### src/rtl/sdram_init_pkg.sv
package sdram_init_pkg;

  // {cs_n, ras_n, cas_n, we_n}
  localparam logic [3:0] CMD_NOP = 4'b0111;
  localparam logic [3:0] CMD_PRE = 4'b0010;
  localparam logic [3:0] CMD_REF = 4'b0001;
  localparam logic [3:0] CMD_LMR = 4'b0000;

  typedef enum logic [3:0] {
    ST_IDLE,
    ST_STAB,
    ST_PRE,
    ST_WAIT_RP,
    ST_REF,
    ST_WAIT_RC,
    ST_LMR,
    ST_WAIT_MRD,
    ST_DONE
  } seq_state_t;

endpackage

### src/rtl/sdram_gap_timer.sv
module sdram_gap_timer #(
  parameter int CNT_W = 8
) (
  input  logic             clk,
  input  logic             rst,
  input  logic             load,
  input  logic [CNT_W-1:0] load_val,
  output logic             expired
);

  logic [CNT_W-1:0] cnt;

  always_ff @(posedge clk) begin
    if (rst) begin
      cnt <= '0;
    end else if (load) begin
      cnt <= load_val;
    end else if (cnt != '0) begin
      cnt <= cnt - 1'b1;
    end
  end

  assign expired = (cnt == '0);


  hold_at_zero_chk: assert property (@(posedge clk) disable iff (rst)
    (!load && expired) |=> expired);

endmodule

### src/rtl/sdram_refresh_timer.sv
module sdram_refresh_timer #(
  parameter int REF_W = 16
) (
  input  logic             clk,
  input  logic             rst,
  input  logic             arm,
  input  logic             enable,
  input  logic [REF_W-1:0] reload,
  input  logic             ack,
  output logic             req
);

  logic [REF_W-1:0] cnt;
  logic [REF_W-1:0] period;
  logic             hit;

  assign hit = enable && !arm && (cnt == '0);

  always_ff @(posedge clk) begin
    if (rst) begin
      cnt    <= '0;
      period <= '0;
    end else if (arm) begin
      cnt    <= reload;
      period <= reload;
    end else if (enable) begin
      if (cnt == '0) cnt <= period;
      else           cnt <= cnt - 1'b1;
    end
  end

  always_ff @(posedge clk) begin
    if (rst)      req <= 1'b0;
    else if (hit) req <= 1'b1;
    else if (ack) req <= 1'b0;
  end


  req_hold_chk: assert property (@(posedge clk) disable iff (rst)
    (req && !ack) |=> req);


  hit_reload_chk: assert property (@(posedge clk) disable iff (rst)
    hit |=> (req && cnt == period));


  period_stable_chk: assert property (@(posedge clk) disable iff (rst)
    (enable && !arm) |=> $stable(period));

endmodule

### src/rtl/sdram_init_seq.sv
module sdram_init_seq
  import sdram_init_pkg::*;
#(
  parameter int WAIT_CYCLES = 25000,
  parameter int T_RP        = 2,
  parameter int T_RC        = 7,
  parameter int T_MRD       = 2,
  parameter int NUM_REFRESH = 4,
  parameter int ROW_W       = 12,
  parameter int BANK_W      = 2,
  parameter int REF_W       = 16,
  parameter logic [2:0] BURST_CODE   = 3'b001,
  parameter logic [2:0] CAS_LAT      = 3'd3,
  parameter logic       WRITE_SINGLE = 1'b1
) (
  input  logic              clk,
  input  logic              rst,
  input  logic              start,
  input  logic [REF_W-1:0]  refresh_count,
  input  logic              refresh_ack,
  output logic              cke,
  output logic              cs_n,
  output logic              ras_n,
  output logic              cas_n,
  output logic              we_n,
  output logic [ROW_W-1:0]  addr,
  output logic [BANK_W-1:0] ba,
  output logic              init_done,
  output logic              refresh_req
);

  localparam int MAX_GAP = (WAIT_CYCLES > T_RC) ? WAIT_CYCLES : T_RC;
  localparam int CNT_W   = $clog2(MAX_GAP + 1);
  localparam int RCNT_W  = $clog2(NUM_REFRESH + 1);
  localparam logic [ROW_W-1:0] MODE_WORD =
    ROW_W'({WRITE_SINGLE, 2'b00, CAS_LAT, 1'b0, BURST_CODE});
  localparam logic [ROW_W-1:0] ALL_BANKS = ROW_W'(1) << 10;

  seq_state_t        state, nxt;
  logic              tmr_load;
  logic [CNT_W-1:0]  tmr_val;
  logic              tmr_expired;
  logic [RCNT_W-1:0] ref_cnt;
  logic              ref_arm;
  logic [3:0]        cmd;

  sdram_gap_timer #(.CNT_W(CNT_W)) u_gap (
    .clk      (clk),
    .rst      (rst),
    .load     (tmr_load),
    .load_val (tmr_val),
    .expired  (tmr_expired)
  );

  sdram_refresh_timer #(.REF_W(REF_W)) u_refresh (
    .clk    (clk),
    .rst    (rst),
    .arm    (ref_arm),
    .enable (state == ST_DONE),
    .reload (refresh_count),
    .ack    (refresh_ack),
    .req    (refresh_req)
  );

  always_comb begin
    nxt      = state;
    tmr_load = 1'b0;
    tmr_val  = '0;
    ref_arm  = 1'b0;
    unique case (state)
      ST_IDLE: if (start) begin
        nxt      = ST_STAB;
        tmr_load = 1'b1;
        tmr_val  = CNT_W'(WAIT_CYCLES - 1);
      end
      ST_STAB: if (tmr_expired) nxt = ST_PRE;
      ST_PRE: begin
        nxt      = ST_WAIT_RP;
        tmr_load = 1'b1;
        tmr_val  = CNT_W'(T_RP - 2);
      end
      ST_WAIT_RP: if (tmr_expired) nxt = ST_REF;
      ST_REF: begin
        nxt      = ST_WAIT_RC;
        tmr_load = 1'b1;
        tmr_val  = CNT_W'(T_RC - 2);
      end
      ST_WAIT_RC: if (tmr_expired) begin
        nxt = (ref_cnt == RCNT_W'(NUM_REFRESH)) ? ST_LMR : ST_REF;
      end
      ST_LMR: begin
        nxt      = ST_WAIT_MRD;
        tmr_load = 1'b1;
        tmr_val  = CNT_W'(T_MRD - 1);
      end
      ST_WAIT_MRD: if (tmr_expired) begin
        nxt     = ST_DONE;
        ref_arm = 1'b1;
      end
      ST_DONE: nxt = ST_DONE;
      default: nxt = ST_IDLE;
    endcase
  end

  always_ff @(posedge clk) begin
    if (rst) begin
      state   <= ST_IDLE;
      ref_cnt <= '0;
    end else begin
      state <= nxt;
      if (state == ST_IDLE)     ref_cnt <= '0;
      else if (state == ST_REF) ref_cnt <= ref_cnt + 1'b1;
    end
  end

  always_comb begin
    cmd  = CMD_NOP;
    addr = '0;
    case (state)
      ST_PRE: begin cmd = CMD_PRE; addr = ALL_BANKS; end
      ST_REF: cmd = CMD_REF;
      ST_LMR: begin cmd = CMD_LMR; addr = MODE_WORD; end
      default: ;
    endcase
  end

  assign {cs_n, ras_n, cas_n, we_n} = cmd;
  assign ba        = '0;
  assign cke       = (state != ST_IDLE);
  assign init_done = (state == ST_DONE);


  nop_without_cke_chk: assert property (@(posedge clk) disable iff (rst)
    !cke |-> ({cs_n, ras_n, cas_n, we_n} == CMD_NOP));


  nop_after_cmd_chk: assert property (@(posedge clk) disable iff (rst)
    ({cs_n, ras_n, cas_n, we_n} == CMD_PRE || {cs_n, ras_n, cas_n, we_n} == CMD_REF)
    |=> ({cs_n, ras_n, cas_n, we_n} == CMD_NOP));


  lmr_after_all_refresh_chk: assert property (@(posedge clk) disable iff (rst)
    ({cs_n, ras_n, cas_n, we_n} == CMD_LMR) |-> (ref_cnt == RCNT_W'(NUM_REFRESH)));


  done_sticky_chk: assert property (@(posedge clk) disable iff (rst)
    init_done |=> init_done);


  start_ignored_chk: assert property (@(posedge clk) disable iff (rst)
    (cke && start) |=> cke);

endmodule

### config.mk
export PLATFORM = sky130hd
export DESIGN_NAME = sdram_init_seq
export DESIGN_NICKNAME = d
export VERILOG_FILES = /design/src/rtl/sdram_init_pkg.sv /design/src/rtl/sdram_gap_timer.sv /design/src/rtl/sdram_refresh_timer.sv /design/src/rtl/sdram_init_seq.sv
export SDC_FILE = /design/constraint.sdc
export NUM_CORES = 1
export LEC_CHECK = 0
export BUFFER_PORTS_ARGS = -buffer_cell sky130_fd_sc_hd__buf_4
export CORE_MARGIN = 3
export CORE_UTILIZATION = 35
export DETAILED_ROUTE_END_ITERATION = 8
export MAX_ROUTING_LAYER = met4
export PLACE_DENSITY_LB_ADDON = 0.15
export RECOVER_POWER = 50
export SETUP_SLACK_MARGIN = 0.02
export SLEW_MARGIN = 20
export SYNTH_ARGS = -nofsm -noshare
export SYNTH_HDL_FRONTEND = slang
export SYNTH_SLANG_ARGS = --single-unit
export TNS_END_PERCENT = 20
### constraint.sdc
create_clock -name clk -period 2.4 [get_ports clk]
set_input_delay 0.12 -clock clk [delete_from_list [all_inputs] [get_ports clk]]
set_output_delay 0.12 -clock clk [all_outputs]
set_load 0.02 [all_outputs]
==> flow_metrics.env <==
export IMPL_grt_setup_unrepaired="false"
export IMPL_ys_async_sr_fraction_pct=0
export IMPL_first_pass_iters=4
export IMPL_path_buf_inv=0
export IMPL_power_mw=1.949
export IMPL_critical_path_depth=5
export IMPL_synth_avg_cell_area_sq_um=8.023
export IMPL_numPortBuffers=30
export IMPL_fin_setup_tns_ns=0
export IMPL_start_kind="register"
export IMPL_vias_per_cell=5.272
export IMPL_cts_hold_fix_buffers=0
export IMPL_grt_max_degree=36
export IMPL_cts_made_buffers=5
export IMPL_place_congestion=0.8399
export IMPL_crit_top_cell="nor2_1"
export IMPL_max_freq_ghz=0.4796
export IMPL_r2r_cells=5
export IMPL_ys_flop_type="dfxtp_1"
export IMPL_worstSetupEndpointType="register"
export IMPL_critPathKind="register to register"
export IMPL_hold_viol_final=0
export IMPL_ys_types=61
export IMPL_antenna_found_initial=0
export IMPL_drive_above_1_share_pct=12.08
export IMPL_start_util_pct=36.96
export IMPL_cts_sinks=55
export IMPL_cts_resized=0
export IMPL_grt_pass1_vias=2598
export IMPL_timing_rr_start="state[3]"
export IMPL_clk_path_buf_depth=2
export IMPL_grt_pass1_wl_um=12700
export IMPL_holdCritPathClass="input pin to register"
export IMPL_grt_overflow=0
export IMPL_stdcell_count=519
export IMPL_period_needed_ns=2.085
export IMPL_antenna_cells=0
export IMPL_area_growth_synth_to_final_pct=9.686
export IMPL_status="finished, final reports clean"
export IMPL_leakagePower_nw=1.295
export IMPL_placedCellCount=511
export IMPL_crit_fanout=10
export IMPL_first_iter_violations=67
export IMPL_worstPathArrival_ns=2.28
export IMPL_crit_end="u_gap.cnt[10]"
export IMPL_cp_slowest_cell="nor2_1"
export IMPL_synth_seq_cells=55
export IMPL_core_area_sq_um=8423
export IMPL_max_slew_margin_pct=27.57
export IMPL_r2r_end="u_gap.cnt[10]"
export IMPL_yosys_top_cells_area="dfxtp_1 35%, nand2_1 7.1%, a21oi_1 6.1%"
export IMPL_cpPeakStageDelay_ns=0.50
export IMPL_yosys_area_top_type="dfxtp_1"
export IMPL_rows=33
export IMPL_p_per_area_nw_per_um2=570.7
export IMPL_crit_family="compound AO/OA/AOI/OAI gates"
export IMPL_dieArea_sq_um=10060
export IMPL_hold_slack_ns=0.04782
export IMPL_cts_setup_buffers=0
export IMPL_cap_violations=0
export IMPL_dp_hpwl_um=5268
export IMPL_crit_path_start="state[3]"
export IMPL_netlist_area_sq_um=3113
export IMPL_fin_util_pct=40.54
export IMPL_fp_dieH_um=100.3
export IMPL_worstHoldStart="refresh_count[7]"
export IMPL_fin_skew_ns=0.004666
export IMPL_wirelength_um=7518
export IMPL_synthDominantCellAreaShare_pct=35.37
export IMPL_ant_nets=0
export IMPL_cp_cell_sequence="nor2_1 > o31ai_1 > a2111oi_2 > xnor2_1 > nor2_1"
export IMPL_ff2ff_setup_slack_ns=0.32
export IMPL_nNetsFinal=439
export IMPL_wl_per_cell_um=14.49
export IMPL_clockRootBuffer="clkbuf_8"
export IMPL_path_clk_slew_ns=0.10
export IMPL_setup_viol=0
export IMPL_drc=0
export IMPL_synthCells=388
export IMPL_htreeDepth=2
export IMPL_post_route_period_util_pct=86.87
export IMPL_ys_warn_count=0
export IMPL_synth_edf_count=0
export IMPL_io_pins=41
export IMPL_cts_tree="yes"
export IMPL_fp_dieW_um=100.3
export IMPL_synth_seq_area_share_pct=35.37
export IMPL_grt_usage_pct=15.79
export IMPL_required_ns=2.60
export IMPL_slew_viol_final=0
export IMPL_routed_via_count=2736
export IMPL_clk_latency_ns=0.30
export IMPL_tightestPinTransition_ns=1.077
export IMPL_ir_drop_mv=0.3575
export IMPL_n_fill_cell=881
-- power by group --
part           switching, mW  internal [mW]
sequential            0.0610          0.961
clock                  0.302          0.206
combinational          0.239          0.180
-- worst min path at each step --
| stage | end | cells after the start |
|---|---|---|
| floorplan | u_refresh.cnt[5] | 2 |
| global placement | u_refresh.cnt[7] | 3 |
| detailed placement | u_refresh.cnt[7] | 3 |
| CTS | u_refresh.cnt[7] | 3 |
| global route | u_refresh.period[3] | 3 |
| finish | u_refresh.cnt[7] | 3 |
-- registers in the layout, summed over array words and instances (netlist names) --
signal	count
ref_cnt	3
u_gap.cnt	15
state	4
u_refresh.req	1
u_refresh.cnt	16
u_refresh.period	16
-- routing by layer --
layer	share of wire (%)	GRT usage, %
met5	0	-
met4	0.36	3.212
met3	3.5	2.432
met2	48	26.40
met1	48	20.27
-- placed cells by master, fill, tap and decap left out, types with 9 or more instances in the layout --
| cell type | instances |
|---|---|
| nand2_1 | 59 |
| dfxtp_1 | 55 |
| a21oi_1 | 38 |
| nor2_1 | 34 |
| buf_4 | 30 |
| o21ai_0 | 15 |
| nand3_1 | 13 |
| clkbuf_1 | 13 |
| nor3_1 | 12 |
| inv_1 | 10 |
| xnor2_1 | 10 |
| conb_1 | 10 |
| mux2i_1 | 9 |
-- cell usage after synthesis, types with 3 or more instances --
master	n
a211oi_1	5
a21oi_1	38
and3_1	3
buf_2	4
buf_4	17
clkbuf_1	8
dfxtp_1	55
ha_1	6
inv_1	9
mux2i_1	9
nand2_1	59
nand3_1	13
nand3b_1	3
nand4_1	6
nor2_1	33
nor3_1	11
nor4_1	4
nor4b_1	3
o211ai_1	6
o21ai_0	15
o22ai_1	4
o31a_1	4
o31ai_1	6
or3_1	5
xnor2_1	10
xor2_1	6
-- tightest hold or removal path: cells and delay by family --
family | cells | cell delay (ns)
buffers and inverters | 1 | 0.09
AO/OA/AOI/OAI | 1 | 0.06
AND/OR/NAND/NOR | 1 | 0.06
-- kinds of logic (layout without fill, tap and decap cells) --
group | Yosys count | in the layout | share of synthesized area (%)
other | 1 | 10 | 0.1205
and+or+nand+nor | 161 | 161 | 26.85
AOI/OAI and AO/OA | 95 | 95 | 19.25
muxes | 11 | 11 | 3.617
DFF | 55 | 55 | 35.37
xor gates and xnor gates | 16 | 16 | 4.501
buffers and inverters | 43 | 60 | 7.877
adders and majority gates | 6 | 6 | 2.412
-- stage by stage --
step                setup slack [ns]  area (sq um)
detailed placement            0.3689          3382
CTS                           0.3332          3463
finish                        0.3151          3415
global placement              0.4454          3382
global route                 0.08367          3415
floorplan                     0.5142          3147
-- final cells by class --
cell class	instances	area [sq um]	area share (%)
Clock buffer	7	76.32	2.235
Clock inverter	1	5.005	0.1466
Inverter	11	41.29	1.209
Multi-Input combinational cell	299	1793	52.51
Sequential cell	55	1101	32.25
Tap cell	105	131.4	3.848
Timing Repair Buffer	41	266.5	7.805
No activity file was read; power rests on OpenSTA's default activity.
